`config.mk`:
```
export PLATFORM = sky130hd
export DESIGN_NAME = dncnt_fast
export DESIGN_NICKNAME = d
export VERILOG_FILES = /design/src/rtl/dncnt_pkg.sv /design/src/rtl/dncnt_seg.sv /design/src/rtl/dncnt_zflag.sv /design/src/rtl/dncnt_uflow.sv /design/src/rtl/dncnt_fast.sv
export SDC_FILE = /design/constraint.sdc
export NUM_CORES = 1
export LEC_CHECK = 0
export ABC_AREA = 1
export CORE_MARGIN = 5
export CORE_UTILIZATION = 35
export CTS_CLUSTER_SIZE = 12
export DETAILED_ROUTE_END_ITERATION = 8
export SLEW_MARGIN = 20
export SYNTH_ARGS = -nofsm -noshare
export SYNTH_HDL_FRONTEND = slang
export SYNTH_HIERARCHICAL = 1
export SYNTH_SLANG_ARGS = --single-unit
export TNS_END_PERCENT = 20
```
`constraint.sdc`:
```
create_clock -name clk -period 1.46 [get_ports clk]
set_input_delay 0.365 -clock clk [delete_from_list [all_inputs] [get_ports clk]]
set_output_delay 0.365 -clock clk [all_outputs]
set_load 0.1 [all_outputs]
```
`src/rtl/dncnt_pkg.sv`:
```
`timescale 1ns/1ps
package dncnt_pkg;
  // Terminal-count flag flavours
  typedef enum logic [0:0] {
    TC_PREDICT_ZERO = 1'b0, // flag high exactly while count is zero
    TC_UNDERFLOW    = 1'b1  // one-cycle pulse after MSB rises by decrement
  } tc_mode_e;
endpackage

```
`src/rtl/dncnt_seg.sv`:
```
`timescale 1ns/1ps
// One segment of the split counter with registered zero/one predictions.
module dncnt_seg #(
  parameter int W = 16
) (
  input  logic         clk,
  input  logic         rst,
  input  logic         ld,
  input  logic [W-1:0] ld_val,
  input  logic         dec,
  output logic [W-1:0] cnt,
  output logic         is_zero,
  output logic         is_one
);
  localparam logic [W-1:0] ONE = W'(1);
  localparam logic [W-1:0] TWO = W'(2);

  always_ff @(posedge clk) begin
    if (rst) begin
      cnt     <= '0;
      is_zero <= 1'b1;
      is_one  <= 1'b0;
    end else if (ld) begin
      cnt     <= ld_val;
      is_zero <= (ld_val == '0);
      is_one  <= (ld_val == ONE);
    end else if (dec) begin
      cnt     <= cnt - ONE;
      is_zero <= is_one;          // one becomes zero
      is_one  <= (cnt == TWO);    // segment-local compare only
    end
  end

  // zero prediction agrees with the stored segment value
  assert_seg_zero_R4: assert property (@(posedge clk) disable iff (rst)
    is_zero == (cnt == '0));
  // segment holds when neither load nor decrement
  assert_seg_hold_R3: assert property (@(posedge clk) disable iff (rst)
    (!ld && !dec) |=> $stable(cnt));
  // wrap from zero goes to all ones
  assert_seg_wrap_R6: assert property (@(posedge clk) disable iff (rst)
    (!ld && dec && cnt == '0) |=> (cnt == '1));
endmodule

```
`src/rtl/dncnt_zflag.sv`:
```
`timescale 1ns/1ps
// Predicted zero flag: set on the cycle the count leaves one by decrement.
module dncnt_zflag (
  input  logic clk,
  input  logic rst,
  input  logic ld,
  input  logic ld_zero,
  input  logic en,
  input  logic one_now,
  output logic flag
);
  always_ff @(posedge clk) begin
    if (rst)      flag <= 1'b1;
    else if (ld)  flag <= ld_zero;
    else if (en)  flag <= one_now;
  end

  // flag holds while the count is not stepping
  assert_zflag_hold_R4: assert property (@(posedge clk) disable iff (rst)
    (!ld && !en) |=> $stable(flag));
endmodule

```
`src/rtl/dncnt_uflow.sv`:
```
`timescale 1ns/1ps
// Underflow detector: MSB rising edge caused by a decrement, one cycle late.
module dncnt_uflow (
  input  logic clk,
  input  logic rst,
  input  logic ld,
  input  logic en,
  input  logic msb,
  output logic pulse
);
  logic step_q;   // the edge that produced the current count was a decrement
  logic prev_q;   // MSB of the count before that edge

  always_ff @(posedge clk) begin
    if (rst) begin
      step_q <= 1'b0;
      prev_q <= 1'b0;
      pulse  <= 1'b0;
    end else begin
      step_q <= en & ~ld;
      prev_q <= msb;
      pulse  <= step_q & msb & ~prev_q;
    end
  end

  // pulse lasts a single cycle
  assert_uf_single_R8: assert property (@(posedge clk) disable iff (rst)
    pulse |=> !pulse);
  // pulse follows a 0 -> 1 MSB transition one cycle earlier
  assert_uf_edge_R8: assert property (@(posedge clk) disable iff (rst)
    pulse |-> ($past(msb) && !$past(msb, 2)));
endmodule

```
`src/rtl/dncnt_fast.sv`:
```
`timescale 1ns/1ps
// Split down counter with registered borrow and registered terminal flag.
module dncnt_fast #(
  parameter int                  WIDTH = 32,
  parameter int                  LO_W  = WIDTH / 2,
  parameter dncnt_pkg::tc_mode_e MODE  = dncnt_pkg::TC_PREDICT_ZERO
) (
  input  logic             clk,
  input  logic             rst,
  input  logic             ld,
  input  logic [WIDTH-1:0] ld_val,
  input  logic             en,
  output logic [WIDTH-1:0] count,
  output logic             tc
);
  localparam int HI_W = WIDTH - LO_W;

  logic [LO_W-1:0] lo_cnt;
  logic [HI_W-1:0] hi_cnt;
  logic            lo_z, lo_o, hi_z, hi_o;
  logic            hi_dec;

  // Borrow into the high half comes from a registered zero flag of the low half.
  assign hi_dec = en & lo_z;

  dncnt_seg #(.W(LO_W)) u_lo (
    .clk(clk), .rst(rst), .ld(ld), .ld_val(ld_val[LO_W-1:0]), .dec(en),
    .cnt(lo_cnt), .is_zero(lo_z), .is_one(lo_o));

  dncnt_seg #(.W(HI_W)) u_hi (
    .clk(clk), .rst(rst), .ld(ld), .ld_val(ld_val[WIDTH-1:LO_W]), .dec(hi_dec),
    .cnt(hi_cnt), .is_zero(hi_z), .is_one(hi_o));

  assign count = {hi_cnt, lo_cnt};

  generate
    if (MODE == dncnt_pkg::TC_PREDICT_ZERO) begin : g_zero
      logic zf;
      dncnt_zflag u_zf (
        .clk(clk), .rst(rst), .ld(ld), .ld_zero(ld_val == '0), .en(en),
        .one_now(lo_o & hi_z), .flag(zf));
      assign tc = zf;

      // flag marks exactly the zero count
      assert_tc_zero_R4: assert property (@(posedge clk) disable iff (rst)
        tc == (count == '0));
      // load decides the flag on the next cycle
      assert_tc_load_R5: assert property (@(posedge clk) disable iff (rst)
        ld |=> (tc == ($past(ld_val) == '0)));
      // leaving zero by decrement clears the flag
      assert_tc_wrap_R6: assert property (@(posedge clk) disable iff (rst)
        (!ld && en && tc) |=> !tc);
    end else begin : g_uflow
      logic uf;
      dncnt_uflow u_uf (
        .clk(clk), .rst(rst), .ld(ld), .en(en), .msb(count[WIDTH-1]),
        .pulse(uf));
      assign tc = uf;
    end
  endgenerate

  // reset clears the count on the following cycle
  assert_reset_R1: assert property (@(posedge clk)
    $past(rst) |-> (count == '0));
  // load wins over enable
  assert_load_R2: assert property (@(posedge clk) disable iff (rst)
    ld |=> (count == $past(ld_val)));
  // enabled step is exact across the segment boundary
  assert_step_R7: assert property (@(posedge clk) disable iff (rst)
    (!ld && en) |=> (count == $past(count) - WIDTH'(1)));
  // count holds with enable low
  assert_hold_R3: assert property (@(posedge clk) disable iff (rst)
    (!ld && !en) |=> $stable(count));
  // high half one and zero predictions never overlap
  assert_hi_pred_R7: assert property (@(posedge clk) disable iff (rst)
    hi_o |-> !hi_z);
endmodule

```
==> results of run 1 <==
-- report_power, final --
group / switching (mW) / internal, mW
Clock: 0.376 / 0.386
Sequential: 0.136 / 1.09
Combinational: 1.02 / 0.662
-- per-layer routing --
metal  up-vias  global-route usage
li1       1635                   -
met1      1451               0.224
met2        82               0.343
met3        11              0.0386
met4         0              0.0469
met5         -                   0
-- logic make-up after synthesis --
group | count (synthesis) | share of synthesized area
AO/OA/AOI/OAI | 67 | 0.153
XOR/XNOR | 5 | 0.0162
adder cells (fa/ha/maj) | 4 | 0.0186
buffers and inverters | 72 | 0.114
flip-flops | 37 | 0.275
AND/OR/NAND/NOR | 253 | 0.424
-- path summary, 6_finish.rpt --
check / from / end / cells past startpoint
min: u_hi/is_zero$_SDFFE_PP1P_ / u_hi/is_zero$_SDFFE_PP1P_ / 2
max reg2reg: u_lo/cnt[0]$_SDFFE_PP0P_ / u_lo/is_one$_SDFFE_PP0P_ / 9
max: u_lo/cnt[14]$_SDFFE_PP0P_ / count[14] / 1
min reg2reg: u_hi/is_zero$_SDFFE_PP1P_ / u_hi/is_zero$_SDFFE_PP1P_ / 2
-- what timing repair did --
action / in CTS / in global routing
setup endpoints to repair: 9 / 29
gates resized for setup: 5 / 8
pin swaps: 0 / 7
setup buffers: 0 / 4
-- synth_stat cells, drive strengths merged --
| library cell | count | share of area |
|---|---|---|
| nand3 | 37 | 0.073 |
| a21boi | 1 | 0.0028 |
| nand2 | 116 | 0.17 |
| nand3b | 1 | 0.0028 |
| a22oi | 16 | 0.045 |
| nor2 | 86 | 0.15 |
| a31oi | 4 | 0.0093 |
| dfxtp | 37 | 0.27 |
| o21bai | 1 | 0.0028 |
| ha | 4 | 0.019 |
| o211ai | 8 | 0.022 |
| inv | 61 | 0.087 |
| xor2 | 5 | 0.016 |
| nor3 | 3 | 0.0056 |
| buf | 7 | 0.022 |
| clkbuf | 4 | 0.0056 |
| a21oi | 26 | 0.050 |
| o22ai | 2 | 0.0046 |
| nand4 | 8 | 0.019 |
| o21ai | 9 | 0.017 |
| nor3b | 1 | 0.0028 |
| nor4 | 1 | 0.0023 |
-- stage by stage --
step | cells | cell area [µm²]
finish | 654 | 4320
global route | 654 | 4320
CTS | 650 | 4240
detailed placement | 642 | 4140
global placement | 642 | 4140
floorplan | 438 | 2740
-- registers in the layout, indices dropped and copies added, names as in the netlist --
register          cells
u_lo/is_one           1
u_lo/cnt             16
u_hi/is_one           1
g_zero.u_zf/flag      1
u_hi/cnt             16
u_lo/is_zero          1
u_hi/is_zero          1
-- cell type report --
cell class / instances / area, µm² / area share
flip-flops and latches: 37 / 781 / 0.181
repair buffers: 117 / 1390 / 0.323
well taps: 102 / 128 / 0.0296
clock buffers: 8 / 90.1 / 0.0209
multi-input cells: 329 / 1680 / 0.389
inverters: 61 / 246 / 0.0571
==> run_results.csv, run 1 <==
group,metric,value,unit
detailed_routing,drt-pass1-iter-count,4,
worst_setup_path,cp.required,1.10,ns
synthesis,syn-instance-count,438,
synthesis,syn-num-nets,478,
layout,fin_nets,591,
detailed_routing,dr.max_layer_used,"met4",
floorplan,die_w,97.8,µm
layout,area_growth,60.1,%
worst_setup_path,slowest_delay,0.48,ns
pwr,p_per_area,851,mW/mm²
grt,grt_pass1_vias,3197,
detailed_routing,vias_per_cell,4.86,
clock_network,cts.sinks,37,
status,status,"complete, no violations",
synthesis,ys_ff_latch,37,
placement,numPortBuffers,68,
clock_network,htree_levels,2,
layout,final_common_cell,"nand2_1",
detailed_routing,drcViolationCount,0,
timing,hold_viol_final,0,
grt,grt_max_degree,22,
worst_setup_path,path_cells,"buf_12",
timing,skew,0.00401,ns
detailed_routing,antenna_left,0,
synthesis,synth_warnings,6,
clock_network,cts_tree,"yes",
worst_setup_path,worst-path-max-fanout,5,
timing,finalSetupViolations,0,
timing,rsz0062_at_grt,"yes",
clock_network,clkSlewWorstSetupHoldPaths,0.08,ns
clock_network,cts.path.max_buffers,2,
clock_network,ctsHoldBuffers,0,
detailed_routing,met1Wirelength,3720,µm
worst_setup_path,crit_arrival,0.99,ns
timing,fin_tns_setup,0,ns
detailed_routing,routed-wl-met3,489,µm
layout,diodes,0,
worst_hold_path,holdCritPathClass,"reg2reg",
timing,period_share,0.925,
floorplan,row_count,32,
synthesis,yosysSeqAreaShare,0.275,
synthesis,avgSynthCellArea,6.16,µm²
layout,layout.filler_cells,728,
layout,layout-drive-gt1-share,0.275,
clock_network,cts-root-buf,"clkbuf_8",
timing,tightest_slew,0.355,ns
placement,dp_hpwl,7080,µm
grt,grt_pass1_wl,15000,µm
worst_setup_path,end_kind,"output port",
job,max_cap_viol_count,0,
detailed_routing,detail_route.iter0.violations,149,
grt,antenna_found_initial,0,
floorplan,fp.dieH,97.8,µm
worst_setup_path,path_class,"reg2out",
timing,fmax,740,MHz
floorplan,core_area,0.00761,mm²
worst_setup_path,crit_family,"flip-flops",
timing,hold_ws,0.481,ns
clock_network,numCtsBuffers,5,
worst_setup_path,slowest_stage,"dfxtp_1",
timing,fin_ws,0.109,ns
worst_setup_path,critPathBufInv,1,
layout,final_cell_mix,"107 x nand2_1, 70 x nor2_1, 50 x inv_1",
pwr,leakagePower,1.96,nW
grt,grt.overflow.total,0,
placement,gp_congestion,0.864,
clock_network,clk_latency,0.29,ns
floorplan,floorplan.initialDensity,0.354,
synthesis,synth_area,0.00270,mm²
timing,min_period,1.35,ns
timing,relSlewSlack,0.762,
floorplan,boundaryPins,69,
grt,grt_usage,0.188,
worst_setup_path,start_kind,"flip-flop",
floorplan,dieArea,0.00956,mm²
placement,dp_slack,-0.357,ns
detailed_routing,via_count,3179,
worst_setup_path,rrSetupSlack,0.13,ns
pwr,irDropWorstVdd,469,µV
timing,slew_violations,0,
detailed_routing,wl_met2,4500,µm
detailed_routing,wl,8830,µm
layout,fin_util,0.568,
synthesis,synth.distinct_cells,31,
detailed_routing,wl_per_cell,13.5,µm
pwr,totalPowerFinal,3.67,mW
Power figures use the tool's default switching activity.
==> run 2: changes to the inputs <==
--- a/config.mk
+++ b/config.mk
@@ -10,6 +10,7 @@
 export CORE_UTILIZATION = 35
 export CTS_CLUSTER_SIZE = 12
 export DETAILED_ROUTE_END_ITERATION = 8
+export MAX_ROUTING_LAYER = met4
 export SLEW_MARGIN = 20
 export SYNTH_ARGS = -nofsm -noshare
 export SYNTH_HDL_FRONTEND = slang
==> run_results.csv, run 2 (synthesized netlist as in run 1, its figures left out) <==
group,metric,value,unit
worst_setup_path,ff2ff_path_depth,9,
timing,min_period,1.34,ns
placement,dp_slack,-0.353,ns
grt,grt_pass1_wl,14800,µm
worst_setup_path,start_kind,"flip-flop",
detailed_routing,detail_route.iter0.violations,169,
timing,finalSetupViolations,0,
grt,grtUsageMet2,0.333,
layout,area_growth,59.4,%
detailed_routing,antenna_left,0,
clock_network,cts_tree,"yes",
floorplan,core_area,0.00761,mm²
worst_setup_path,path_cells,"inv_2, buf_4, ha_1, nand4_1, nor2_1, nand3_1, nand2_1, nand2_1, nor2_1",
floorplan,die_w,97.8,µm
layout,largest_registers,"u_hi/cnt: 16 flops, u_lo/cnt: 16 flops",
grt,grt.overflow.total,0,
floorplan,boundaryPins,69,
timing,tightest_slew,0.339,ns
floorplan,fp.dieH,97.8,µm
detailed_routing,vias_per_cell,4.96,
placement,dp_hpwl,7050,µm
timing,skew,0.00971,ns
layout,fin_nets,588,
detailed_routing,wl_per_cell,13.6,µm
worst_setup_path,slowest_delay,0.38,ns
timing,fmax,745,MHz
grt,grt_max_degree,22,
detailed_routing,drcViolationCount,0,
job,max_cap_viol_count,0,
detailed_routing,wl,8870,µm
placement,placed_area,0.00413,mm²
pwr,irDropWorstVdd,454,µV
worst_setup_path,slowest_stage,"dfxtp_4",
clock_network,htree_levels,2,
grt,grt_usage,0.192,
worst_hold_path,hold-path-cell-count,2,
worst_hold_path,min_from,"u_hi/is_zero$_SDFFE_PP1P_",
detailed_routing,via_count,3227,
pwr,leakagePower,1.94,nW
worst_setup_path,startpoint,"u_lo/cnt[0]$_SDFFE_PP0P_",
clock_network,numCtsBuffers,5,
grt,antenna_found_initial,0,
floorplan,floorplan.initialDensity,0.354,
worst_setup_path,end_kind,"flip-flop",
timing,slew_violations,0,
placement,numPortBuffers,68,
floorplan,dieArea,0.00956,mm²
timing,hold_viol_final,0,
layout,final_cell_mix,"107 x nand2_1, 70 x nor2_1, 48 x inv_1",
worst_hold_path,holdCritPathClass,"reg2reg",
worst_setup_path,crit_family,"simple AND/OR/NAND/NOR gates",
layout,final_common_cell,"nand2_1",
clock_network,cts.sinks,37,
timing,fin_ws,0.117,ns
worst_setup_path,cp.depth,9,
worst_setup_path,path_class,"reg2reg",
worst_setup_path,r2r_start,"u_lo/cnt[0]$_SDFFE_PP0P_",
clock_network,clkSlewWorstSetupHoldPaths,0.08,ns
grt,top_usage_layer,"met2",
layout,diodes,0,
status,status,"complete, no violations",
layout,postLayoutCellArea,0.00430,mm²
floorplan,row_count,32,
grt,use_met1,0.223,
clock_network,cts.path.max_buffers,2,
clock_network,cts-root-buf,"clkbuf_8",
grt,met3_usage,0.0371,
timing,period_share,0.920,
worst_setup_path,critPathBufInv,2,
clock_network,ctsHoldBuffers,0,
pwr,p_per_area,852,mW/mm²
placement,gp_congestion,0.895,
clock_network,clk_latency,0.29,ns
layout,layout-drive-gt1-share,0.277,
detailed_routing,drt-pass1-iter-count,5,
worst_setup_path,crit_arrival,1.58,ns
grt,grt_pass1_vias,3202,
timing,relSlewSlack,0.772,
layout,layout.filler_cells,720,
worst_setup_path,cp.required,1.70,ns
worst_setup_path,worst-path-max-fanout,7,
## run 2: cell types whose count changed in the layout (fill, tap and decap cells not counted), sizes merged
cell,delta
buf,-3
clkbuf,-1
## run 2: worst paths after layout
check	endpoint	slack [ns]
max	u_lo/is_one$_SDFFE_PP0P_	0.12
max reg2reg	u_lo/is_one$_SDFFE_PP0P_	0.12
min reg2reg	u_hi/is_zero$_SDFFE_PP1P_	0.48
min	u_hi/is_zero$_SDFFE_PP1P_	0.48
## run 2: stage by stage
step,util,total power [mW],instances,setup TNS [ns],hold WS (ns)
floorplan,-,2.23,438,-1.07,0.433
global placement,0.543,2.88,641,-10.72,0.462
detailed placement,0.543,2.88,641,-10.54,0.461
CTS,0.555,3.66,648,0,0.482
global route,0.565,3.88,650,-0.0165,0.528
finish,0.565,3.66,650,0,0.477
## run 2: where the power goes
group	total [mW]	internal, mW	leakage [nW]	switching [mW]
Clock	0.760	0.376	0.0443	0.384
Combinational	1.68	0.651	1.58	1.02
Sequential	1.23	1.09	0.316	0.135
Total	3.66	2.12	1.94	1.54
## run 2: per-layer routing
metal | wire length, µm | share of wire | vias up
met5 | 0 | 0 | -
met4 | 215 | 0.024 | 0
met3 | 462 | 0.052 | 16
met2 | 4430 | 0.50 | 104
met1 | 3760 | 0.42 | 1473
li1 | - | - | 1634
## run 2: what timing repair did
| action | CTS | global route |
|---|---|---|
| resized for setup | 3 | 13 |
| setup endpoints to repair | 14 | 26 |
| pin swaps | 0 | 7 |
| buffers inserted | 0 | 2 |
| hold endpoints to repair | 0 | 0 |
## run 2: worst register-to-register path, stage by stage, from the launching register on
cell,delay [ns]
dfxtp_4,0.38
inv_2,0.09
buf_4,0.16
ha_1,0.15
nand4_1,0.13
nor2_1,0.13
nand3_1,0.08
nand2_1,0.06
nand2_1,0.05
nor2_1,0.07
## run 2: cell type report
class	count	area [µm²]	area share
Tap cell	102	128	0.0297
Clock buffer	7	86.3	0.0201
Inverter	61	241	0.0562
Sequential cell	37	781	0.182
Timing Repair Buffer	114	1370	0.320
Multi-Input combinational cell	329	1690	0.393
==> run 3: changes to the inputs <==
--- a/config.mk
+++ b/config.mk
@@ -10,6 +10,7 @@
 export CORE_UTILIZATION = 35
 export CTS_CLUSTER_SIZE = 12
 export DETAILED_ROUTE_END_ITERATION = 8
+export DONT_BUFFER_PORTS = 1
 export MAX_ROUTING_LAYER = met4
 export SLEW_MARGIN = 20
 export SYNTH_ARGS = -nofsm -noshare
==> run_results.csv, run 3 (synthesized netlist as in run 1, its figures left out) <==
group,metric,value,unit
timing,min_period,1.39,ns
clock_network,cts_setup_buffers,0,
floorplan,floorplan.initialDensity,0.354,
timing,skew,0.0103,ns
layout,multiInputGateArea,0.00165,mm²
detailed_routing,via_count,2909,
grt,grt_pass1_wl,13500,µm
worst_setup_path,worst-path-max-fanout,5,
worst_setup_path,end_kind,"output port",
clock_network,cts_tree,"yes",
clock_network,cts.sinks,37,
detailed_routing,drt-pass1-iter-count,5,
detailed_routing,detail_route.iter0.violations,160,
detailed_routing,wl_per_cell,14.1,µm
layout,fin_nets,510,
layout,final_cell_mix,"107 x nand2_1, 71 x nor2_1, 51 x inv_1",
floorplan,boundaryPins,69,
layout,diodes,0,
layout,layout-drive-gt1-share,0.225,
timing,finalSetupViolations,0,
placement,dp_slack,0.0881,ns
grt,grt_usage,0.175,
floorplan,core_area,0.00761,mm²
timing,tightest_slew,0.407,ns
worst_setup_path,slowest_delay,0.41,ns
timing,fmax,718,MHz
layout,final_common_cell,"nand2_1",
placement,dp_cells,565,
clock_network,clk_latency,0.29,ns
detailed_routing,drcViolationCount,0,
placement,gp_congestion,0.914,
timing,rsz0062_at_grt,"no",
clock_network,clkSlewWorstSetupHoldPaths,0.08,ns
clock_network,numCtsBuffers,5,
clock_network,cts.path.max_buffers,2,
worst_hold_path,holdCritPathClass,"in2reg",
floorplan,die_w,97.8,µm
worst_setup_path,crit_family,"flip-flops",
grt,grt.overflow.total,0,
layout,fin_cells,573,
worst_setup_path,start_kind,"flip-flop",
timing,period_share,0.953,
placement,numPortBuffers,0,
worst_setup_path,critPathBufInv,1,
layout,largest_registers,"u_hi/cnt: 16 flops, u_lo/cnt: 16 flops",
worst_setup_path,crit_arrival,1.03,ns
clock_network,htree_levels,2,
layout,area_growth,17.8,%
timing,fin_tns_setup,0,ns
pwr,p_per_area,1020,mW/mm²
job,max_cap_viol_count,0,
worst_setup_path,path_cells,"buf_4",
clock_network,ctsHoldBuffers,0,
grt,grt_max_degree,39,
detailed_routing,antenna_left,0,
placement,dp_hpwl,6290,µm
worst_setup_path,cp.required,1.10,ns
layout,seq_area,781,µm²
detailed_routing,vias_per_cell,5.08,
floorplan,fp.dieH,97.8,µm
floorplan,dieArea,0.00956,mm²
timing,slew_violations,0,
status,status,"complete, no violations",
detailed_routing,wl,8100,µm
timing,hold_viol_final,0,
grt,antenna_found_initial,0,
worst_setup_path,path_class,"reg2out",
worst_setup_path,rrSetupSlack,0.12,ns
pwr,irDropWorstVdd,360,µV
layout,layout.filler_cells,839,
pwr,leakagePower,1.48,nW
clock_network,cts-root-buf,"clkbuf_8",
grt,grt_pass1_vias,2887,
worst_setup_path,slowest_stage,"dfxtp_1",
timing,fin_ws,0.0680,ns
timing,relSlewSlack,0.728,
floorplan,row_count,32,
## run 3: cell count changes in the layout (fill, tap and decap cells not counted), moves of 2 or more
cell / before / now
buf_12: 34 / 0
clkdlybuf4s50_1: 33 / 0
buf_4: 44 / 34
inv_1: 48 / 51
ha_2: 0 / 2
ha_4: 2 / 0
inv_4: 5 / 3
nor2_4: 10 / 8
## run 3: what timing repair did
item                                    in CTS  in global routing
endpoints found under the setup margin       0                  7
gates resized for setup                      0                  4
endpoints found under the hold margin        0                  0
## run 3: stage by stage
stage | power [mW] | util | instance area (µm²) | hold slack, ns
floorplan | 2.23 | - | 2740 | 0.433
global placement | 2.43 | 0.403 | 3060 | 0.424
detailed placement | 2.45 | 0.403 | 3060 | 0.426
CTS | 3.26 | 0.416 | 3160 | 0.113
global route | 3.42 | 0.418 | 3180 | 0.0954
finish | 3.23 | 0.418 | 3180 | 0.134
## run 3: final timing paths
kind                                    end  depth (start not counted)                       from
setup / recovery                  count[13]                          1  u_lo/cnt[13]$_SDFFE_PP0P_
hold reg to reg   u_hi/is_zero$_SDFFE_PP1P_                          2  u_hi/is_zero$_SDFFE_PP1P_
setup reg to reg  u_hi/cnt[14]$_SDFFE_PP0P_                          9   u_hi/cnt[1]$_SDFFE_PP0P_
hold / removal     u_hi/cnt[7]$_SDFFE_PP0P_                          1                        rst
## run 3: cell type report
cell class / count / area share
Tap cell: 102 / 0.0402
Inverter: 61 / 0.0744
Timing Repair Buffer: 36 / 0.0874
Clock buffer: 7 / 0.0303
Multi-Input combinational cell: 329 / 0.520
Clock inverter: 1 / 0.00158
Sequential cell: 37 / 0.246
## run 3: where the power goes
part	total [mW]	switching [mW]	leakage, nW	internal (mW)
Clock	0.801	0.374	0.0542	0.427
Sequential	1.18	0.0918	0.316	1.09
Combinational	1.24	0.921	1.11	0.323
## run 3: per-layer routing
layer	wire length, µm	GRT usage	up-vias
met5	0	-	-
met4	172	0.0618	0
met3	653	0.0536	18
met2	3780	0.290	96
met1	3500	0.200	1321
li1	-	-	1474
